<file path="src/rtl/eep_pkg.sv">
package eep_pkg;

   // bus-side phases of the slave
   typedef enum logic [3:0] {
      ST_IDLE,
      ST_DEV,
      ST_DEV_ACK,
      ST_WADR,
      ST_WADR_ACK,
      ST_WDAT,
      ST_WDAT_ACK,
      ST_RDAT,
      ST_RACK
   } eep_state_e;

   localparam logic [3:0]  DEV_TYPE    = 4'b1010;
   localparam int unsigned PAGE_BYTES  = 16;
   localparam int unsigned BLOCK_BITS  = 8;

endpackage

</file>
<file path="src/rtl/eep_line_sync.sv">
module eep_line_sync #(
   parameter int unsigned STAGES = 2
) (
   input  logic clk,
   input  logic rst_n,
   input  logic scl_i,
   input  logic sda_i,
   output logic scl_o,
   output logic sda_o,
   output logic scl_rise_o,
   output logic scl_fall_o,
   output logic start_o,
   output logic stop_o
);

   if (STAGES < 2) begin : g_bad_stages
      $error("eep_line_sync: STAGES must be at least 2");
   end

   logic [STAGES-1:0] scl_pipe, sda_pipe;
   logic              scl_d, sda_d;

   always_ff @(posedge clk or negedge rst_n) begin
      if (!rst_n) begin
         scl_pipe <= '1;
         sda_pipe <= '1;
         scl_d    <= 1'b1;
         sda_d    <= 1'b1;
      end else begin
         scl_pipe <= {scl_pipe[STAGES-2:0], scl_i};
         sda_pipe <= {sda_pipe[STAGES-2:0], sda_i};
         scl_d    <= scl_pipe[STAGES-1];
         sda_d    <= sda_pipe[STAGES-1];
      end
   end

   assign scl_o      = scl_pipe[STAGES-1];
   assign sda_o      = sda_pipe[STAGES-1];
   assign scl_rise_o = scl_o & ~scl_d;
   assign scl_fall_o = ~scl_o & scl_d;
   assign start_o    = scl_o & scl_d & sda_d & ~sda_o;
   assign stop_o     = scl_o & scl_d & ~sda_d & sda_o;

endmodule

</file>
<file path="src/rtl/eep_write_timer.sv">
module eep_write_timer #(
   parameter int unsigned CYCLES = 600000
) (
   input  logic clk,
   input  logic rst_n,
   input  logic start_i,
   output logic busy_o,
   output logic done_o
);

   localparam int unsigned CW = $clog2(CYCLES + 1);

   logic [CW-1:0] left_q;

   always_ff @(posedge clk or negedge rst_n) begin
      if (!rst_n)
         left_q <= '0;
      else if (start_i && left_q == '0)
         left_q <= CW'(CYCLES);
      else if (left_q != '0)
         left_q <= left_q - 1'b1;
   end

   assign busy_o = (left_q != '0);
   assign done_o = (left_q == CW'(1));

endmodule

</file>
<file path="src/rtl/eep_array.sv">
module eep_array #(
   parameter int unsigned AW    = 8,
   parameter int unsigned PAGE  = 16
) (
   input  logic          clk,
   input  logic          rst_n,
   input  logic [AW-1:0] rd_addr_i,
   output logic [7:0]    rd_data_o,
   input  logic          buf_we_i,
   input  logic [AW-1:0] buf_addr_i,
   input  logic [7:0]    buf_data_i,
   input  logic          buf_clear_i,
   input  logic          commit_i,
   output logic          pending_o
);

   localparam int unsigned DEPTH = 1 << AW;
   localparam int unsigned PW    = $clog2(PAGE);

   if (PAGE < 2 || (1 << PW) != PAGE || PW >= AW) begin : g_bad_page
      $error("eep_array: PAGE must be a power of two below the depth");
   end

   logic [7:0]       mem  [DEPTH];
   logic [7:0]       pbuf [PAGE];
   logic [PAGE-1:0]  pvalid_q;
   logic [AW-PW-1:0] page_q;

   always_ff @(posedge clk or negedge rst_n) begin
      if (!rst_n) begin
         for (int i = 0; i < DEPTH; i++) mem[i] <= '0;
      end else if (commit_i) begin
         for (int p = 0; p < PAGE; p++)
            if (pvalid_q[p]) mem[{page_q, PW'(p)}] <= pbuf[p];
      end
   end

   always_ff @(posedge clk or negedge rst_n) begin
      if (!rst_n) begin
         pvalid_q <= '0;
         page_q   <= '0;
      end else if (buf_clear_i || commit_i) begin
         pvalid_q <= '0;
      end else if (buf_we_i) begin
         pvalid_q[buf_addr_i[PW-1:0]] <= 1'b1;
         page_q                       <= buf_addr_i[AW-1:PW];
      end
   end

   always_ff @(posedge clk) begin
      if (buf_we_i) pbuf[buf_addr_i[PW-1:0]] <= buf_data_i;
   end

   assign rd_data_o = mem[rd_addr_i];
   assign pending_o = |pvalid_q;

endmodule

</file>
<file path="src/rtl/eep_slave.sv">
module eep_slave
   import eep_pkg::*;
#(
   parameter int unsigned NUM_BLOCKS   = 1,
   parameter int unsigned WRITE_CYCLES = 600000,
   parameter int unsigned SYNC_STAGES  = 2
) (
   input  logic       clk,
   input  logic       rst_n,
   input  logic       scl_i,
   input  logic       sda_i,
   output logic       sda_oe_o,
   input  logic [2:0] dev_addr_i,
   input  logic       wp_i
);

   localparam int unsigned BW = $clog2(NUM_BLOCKS);
   localparam int unsigned AW = BLOCK_BITS + BW;
   localparam int unsigned PW = $clog2(PAGE_BYTES);
   localparam logic [2:0]  STRAP_MASK = 3'b111 << BW;

   if (!(NUM_BLOCKS == 1 || NUM_BLOCKS == 2 || NUM_BLOCKS == 4 || NUM_BLOCKS == 8))
   begin : g_bad_blocks
      $error("eep_slave: NUM_BLOCKS must be 1, 2, 4 or 8");
   end
   if (WRITE_CYCLES < 2) begin : g_bad_cycles
      $error("eep_slave: WRITE_CYCLES must be at least 2");
   end

   logic scl_s, sda_s, scl_rise, scl_fall, start_evt, stop_evt;

   eep_line_sync #(.STAGES(SYNC_STAGES)) u_sync (
      .clk       (clk),
      .rst_n     (rst_n),
      .scl_i     (scl_i),
      .sda_i     (sda_i),
      .scl_o     (scl_s),
      .sda_o     (sda_s),
      .scl_rise_o(scl_rise),
      .scl_fall_o(scl_fall),
      .start_o   (start_evt),
      .stop_o    (stop_evt)
   );

   eep_state_e     state_q;
   logic [3:0]     bit_cnt_q;
   logic [7:0]     shreg_q, dout_q;
   logic [AW-1:0]  addr_q, wadr_full;
   logic           rw_q, mack_q, sda_oe_q;

   logic           busy, wr_done, pending;
   logic [7:0]     rd_data;
   logic           byte_in, dev_hit, dev_take, buf_we, buf_clear, cycle_go;

   assign byte_in  = scl_fall && (bit_cnt_q == 4'd8);
   assign dev_hit  = (shreg_q[7:4] == DEV_TYPE) &&
                     (((shreg_q[3:1] ^ dev_addr_i) & STRAP_MASK) == 3'b000);
   assign dev_take = (state_q == ST_DEV) && byte_in && dev_hit && !busy;
   assign buf_we   = (state_q == ST_WDAT) && byte_in && !busy &&
                     !start_evt && !stop_evt;
   assign cycle_go = stop_evt && pending && !wp_i && !busy;
   assign buf_clear = !busy && (start_evt || (stop_evt && wp_i));

   // upper address bits come from the slave address when blocks exist
   if (BW == 0) begin : g_flat
      assign wadr_full = shreg_q;
   end else begin : g_blk
      logic [BW-1:0] blk_q;
      always_ff @(posedge clk or negedge rst_n) begin
         if (!rst_n)        blk_q <= '0;
         else if (dev_take) blk_q <= shreg_q[BW:1];
      end
      assign wadr_full = {blk_q, shreg_q};
   end

   eep_write_timer #(.CYCLES(WRITE_CYCLES)) u_timer (
      .clk    (clk),
      .rst_n  (rst_n),
      .start_i(cycle_go),
      .busy_o (busy),
      .done_o (wr_done)
   );

   eep_array #(.AW(AW), .PAGE(PAGE_BYTES)) u_array (
      .clk        (clk),
      .rst_n      (rst_n),
      .rd_addr_i  (addr_q),
      .rd_data_o  (rd_data),
      .buf_we_i   (buf_we),
      .buf_addr_i (addr_q),
      .buf_data_i (shreg_q),
      .buf_clear_i(buf_clear),
      .commit_i   (wr_done),
      .pending_o  (pending)
   );

   always_ff @(posedge clk or negedge rst_n) begin
      if (!rst_n) begin
         state_q   <= ST_IDLE;
         bit_cnt_q <= '0;
         shreg_q   <= '0;
         dout_q    <= '0;
         addr_q    <= '0;
         rw_q      <= 1'b0;
         mack_q    <= 1'b0;
         sda_oe_q  <= 1'b0;
      end else if (stop_evt) begin
         state_q  <= ST_IDLE;
         sda_oe_q <= 1'b0;
      end else if (start_evt) begin
         state_q   <= ST_DEV;
         bit_cnt_q <= '0;
         sda_oe_q  <= 1'b0;
      end else begin
         unique case (state_q)
            ST_DEV, ST_WADR, ST_WDAT: begin
               if (scl_rise) begin
                  shreg_q   <= {shreg_q[6:0], sda_s};
                  bit_cnt_q <= bit_cnt_q + 1'b1;
               end else if (byte_in) begin
                  if (state_q == ST_DEV) begin
                     if (dev_take) begin
                        sda_oe_q <= 1'b1;
                        rw_q     <= shreg_q[0];
                        state_q  <= ST_DEV_ACK;
                     end else begin
                        state_q  <= ST_IDLE;
                     end
                  end else if (state_q == ST_WADR) begin
                     sda_oe_q <= 1'b1;
                     state_q  <= ST_WADR_ACK;
                  end else begin
                     sda_oe_q <= 1'b1;
                     addr_q   <= {addr_q[AW-1:PW], addr_q[PW-1:0] + 1'b1};
                     state_q  <= ST_WDAT_ACK;
                  end
               end
            end
            ST_DEV_ACK: begin
               if (scl_fall) begin
                  bit_cnt_q <= '0;
                  if (rw_q) begin
                     dout_q   <= rd_data;
                     sda_oe_q <= ~rd_data[7];
                     state_q  <= ST_RDAT;
                  end else begin
                     sda_oe_q <= 1'b0;
                     state_q  <= ST_WADR;
                  end
               end
            end
            ST_WADR_ACK: begin
               if (scl_fall) begin
                  sda_oe_q  <= 1'b0;
                  bit_cnt_q <= '0;
                  addr_q    <= wadr_full;
                  state_q   <= ST_WDAT;
               end
            end
            ST_WDAT_ACK: begin
               if (scl_fall) begin
                  sda_oe_q  <= 1'b0;
                  bit_cnt_q <= '0;
                  state_q   <= ST_WDAT;
               end
            end
            ST_RDAT: begin
               if (scl_rise) begin
                  bit_cnt_q <= bit_cnt_q + 1'b1;
               end else if (scl_fall) begin
                  if (bit_cnt_q == 4'd8) begin
                     sda_oe_q <= 1'b0;
                     addr_q   <= addr_q + 1'b1;
                     state_q  <= ST_RACK;
                  end else begin
                     dout_q   <= {dout_q[6:0], 1'b0};
                     sda_oe_q <= ~dout_q[6];
                  end
               end
            end
            ST_RACK: begin
               if (scl_rise) begin
                  mack_q <= ~sda_s;
               end else if (scl_fall) begin
                  if (mack_q) begin
                     bit_cnt_q <= '0;
                     dout_q    <= rd_data;
                     sda_oe_q  <= ~rd_data[7];
                     state_q   <= ST_RDAT;
                  end else begin
                     state_q   <= ST_IDLE;
                  end
               end
            end
            default: ;
         endcase
      end
   end

   assign sda_oe_o = sda_oe_q;

endmodule

</file>
<file path="config.mk">
export PLATFORM = sky130hd
export DESIGN_NAME = eep_slave
export DESIGN_NICKNAME = d
export VERILOG_FILES = /design/src/rtl/eep_pkg.sv /design/src/rtl/eep_line_sync.sv /design/src/rtl/eep_write_timer.sv /design/src/rtl/eep_array.sv /design/src/rtl/eep_slave.sv
export SDC_FILE = /design/constraint.sdc
export NUM_CORES = 2
export LEC_CHECK = 0
export BUFFER_PORTS_ARGS = -buffer_cell sky130_fd_sc_hd__clkbuf_2
export CAP_MARGIN = 20
export CORE_ASPECT_RATIO = 0.9
export CORE_MARGIN = 4
export CORE_UTILIZATION = 60
export CTS_BUF_LIST = sky130_fd_sc_hd__clkbuf_16
export DETAILED_ROUTE_END_ITERATION = 8
export MAX_ROUTING_LAYER = met4
export PLACE_DENSITY = 0.87
export SLEW_MARGIN = 20
export SYNTH_ARGS = -nofsm -noshare
export SYNTH_HDL_FRONTEND = slang
export SYNTH_SLANG_ARGS = --single-unit
</file>
<file path="constraint.sdc">
create_clock -name clk -period 9.1 [get_ports clk]
set_input_delay 0 -clock clk [delete_from_list [all_inputs] [get_ports clk]]
set_output_delay 0 -clock clk [all_outputs]
set_load 0.05 [all_outputs]
</file>
==> metrics <==
die width=441 µm; GRT overflow=0; Final Core Density=66.7%; Gate Count Post-Synth=6579; total number of H-tree levels=4; most common cell after layout, fill and taps aside=dfrtp_1; Switching Share=30.8%; yosys warns=0; violated checks=DRC; RSZ-0062 raised after global routing=no; Max Clk Rate=202 MHz; final setup margin=4.15 ns; Sink Count=2256; top_reg_cell synth=dfrtp_1; Peak supply drop=0.255 mV; worst-skew pair later-pin latency=0.91 ns; Sw Pwr=7.32 mW; Seq cells post-synth=2256; Worst Tran Pin Value=1.40 ns; mean routed wirelength per cell=42.4 µm; Syn Area/Cell=15.4 µm²; CTS Buf Count=211; Post-synth ARST share=94.3%; Worst path top cell family by delay=compound AO/OA/AOI/OAI gates; Die H=398 µm; Initial Util=60.6%; P per Cell Area=213 nW/µm²; core box area=167000 µm²; final clock skew=0.0535 ns; Netlist Area Pre-Place=101000 µm²; critical path's slowest cell=o311ai_0; Buffers on Ports=8; num ports=9; Critical Path Sink Type=flip-flop; Pre-antenna DRT Iters=7; Multi-input gate area=42600 µm²; Syn Nets=6596; WP data arrival=5.74 ns; Comb power frac=17.5%; antenna violations before repair=73; final hold vios=0; DRC=14; Final TNS setup=0 ns; period utilization=54.4%; most frequent cells in the layout=dfrtp_1 (2115), mux2_2 (2098), mux4_2 (409); final net count=6605; Max Cap Viol=0; pre-CTS WS=4.44 ns; Pint=16.4 mW; Slew Viols, Final=0; post-CTS sizing=0; clk root buf=clkbuf_16; hold buffers post-CTS=10; vias in the first global route=67237; count of final setup violators=0; Worst Path Required=9.89 ns; kind of critical path=flip-flop to flip-flop; area delta synth->final=10.1%; P_leak=52.3 nW; dpl hpwl=251000 µm; WL final=385000 µm; CTS Buffer Depth=3; register area=57100 µm²; Seq/Total Area, Yosys=56.4%; DRT antenna net count=0; Post-DP Area=104000 µm²; Post-CTS Setup Bufs=0; DR vias/cell=7.49; first-pass GRT wire length=532000 µm; power share of the clock group=37.9%; clk slew on worst S/H paths=0.07 ns; Vias=68022; Final Wtd Congestion=1.11; Std-Cell Rows=142; Rel. slew slack=6.88%; CTS tree=done; crit-path max FO=57; CP Buf/Inv Count=2; Critical Path Most Common Cell=buf_4; fin area=112000 µm²; CP max stage delay=0.91 ns; Period minus WS final=4.95 ns; status=finished with violations; DIE AREA=175000 µm²; critical-path cell list=buf_4 > buf_4 > mux4_2 > nand2_1 > o21ai_0 > o311ai_0 > o31ai_1 > a221o_1; largest net degree at the start of global routing=194; share of cells above drive strength 1=48.3%; EDFF count, synth=128; worst min-delay path class=input port to flip-flop; fill count=10825; crit start category=flip-flop; register share of total power=44.6%; starting DRC count in detailed routing=10567; GRT Util Overall=45.3%; Yosys cell types=80
==> worst paths after layout <==
check                      slack [ns]  cells after the start                from            endpoint
hold / removal                   0.22                      6                wp_i   u_timer.left_q[1]
setup / recovery                 4.15                      8           addr_q[1]           dout_q[5]
max in group asynchronous        6.51                      6               rst_n   u_array.mem[1860]
setup reg to reg                 4.15                      8           addr_q[1]           dout_q[5]
min in group asynchronous        0.38                      4               rst_n    u_array.mem[269]
hold reg to reg                  0.36                      0  u_sync.scl_pipe[0]  u_sync.scl_pipe[1]
==> logic make-up after synthesis <==
family | Yosys count | synth area share, %
DFF | 2256 | 56.4
muxes | 2737 | 34.7
xor gates and xnor gates | 13 | 0.112
and+or+nand+nor | 663 | 3.57
adders and majority gates | 9 | 0.111
AOI/OAI and AO/OA | 491 | 3.44
buffers and inverters | 410 | 1.71
==> area by class of cell <==
cell class	count	area share [%]
Antenna cell	75	0.168
Clock buffer	214	4.80
Clock inverter	184	1.45
Inverter	18	0.0628
Multi-Input combinational cell	3913	38.2
Sequential cell	2256	51.2
Tap cell	2232	2.50
Timing Repair Buffer	188	1.63
==> tightest hold or removal path: cells and delay by family <==
kind            cells  cell delay (ns)
compound gates      2             0.19
simple gates        2             0.18
buf+inv             2             0.70
==> flip-flops by register name, indices dropped and copies added, names as in the netlist <==
signal and flops:
u_sync.scl_pipe 2, u_array.pbuf 128, u_sync.sda_pipe 2, sda_oe_o 1, u_sync.sda_d 1, mack_q 1, u_array.page_q 4, u_sync.scl_d 1
rw_q 1, dout_q 7, addr_q 8, state_q 4, shreg_q 8, u_array.pvalid_q 16, u_array.mem 2048, u_timer.left_q 20
bit_cnt_q 4
==> cell usage after synthesis, drive strengths merged (4+ instances only) <==
library cell | number | area share, %
buf | 163 | 0.79
nor2b | 15 | 0.093
dfstp | 6 | 0.16
a2111oi | 10 | 0.086
nor4 | 20 | 0.15
a22o | 25 | 0.22
a21oi | 60 | 0.30
nand4 | 9 | 0.062
and3 | 24 | 0.15
nand3 | 44 | 0.22
or3 | 9 | 0.056
a31oi | 22 | 0.14
ha | 9 | 0.11
o221ai | 33 | 0.29
o21a | 17 | 0.13
nand3b | 13 | 0.096
mux4 | 409 | 9.1
xnor2 | 7 | 0.061
o211ai | 20 | 0.15
o21ai | 67 | 0.33
a211oi | 21 | 0.16
clkbuf | 229 | 0.85
clkinv | 4 | 0.015
nand2 | 115 | 0.45
o22ai | 56 | 0.35
o2bb2ai | 5 | 0.043
nor2 | 334 | 1.8
a221oi | 28 | 0.24
o31ai | 13 | 0.096
a311oi | 7 | 0.061
and2 | 7 | 0.043
mux2i | 229 | 2.3
inv | 14 | 0.052
nand2b | 15 | 0.093
xor2 | 6 | 0.052
nor3 | 33 | 0.16
a211o | 10 | 0.086
dfrtp | 2122 | 52
or3b | 6 | 0.052
a32oi | 6 | 0.052
a22oi | 57 | 0.42
mux2 | 2099 | 23
and3b | 4 | 0.035
edfxtp | 128 | 3.8
==> power groups by stage <==
stage                     logic, mW  registers (mW)  clock network (mW)
after global placement         3.95            10.7                   0
after global routing           4.21            10.6                9.40
after floorplan                2.70            10.5                   0
final                          4.15            10.6                9.01
after CTS                      3.99            10.6                8.97
after detailed placement       3.97            10.8                   0
==> routing by layer <==
metal  routed length, µm  part of all wire [%]  up-vias  global-route usage [%]
met5                   0                     0        -                       -
met4               34700                   9.0        0                    31.0
met3               63900                    17     1602                    24.9
met2              155000                    40     5730                    58.1
met1              131000                    34    35843                    54.0
li1                    -                     -    24847                       -
==> stage by stage <==
| stage | std cells | power (mW) | hold slack (ns) |
|---|---|---|---|
| finish | 9080 | 23.8 | 0.223 |
| global route | 9057 | 24.2 | 0.270 |
| CTS | 8993 | 23.5 | 0.176 |
| detailed placement | 8585 | 14.7 | 0.0147 |
| global placement | 8578 | 14.7 | 0.0214 |
| floorplan | 6579 | 13.2 | -0.296 |
(Power assumes the default switching activity.)
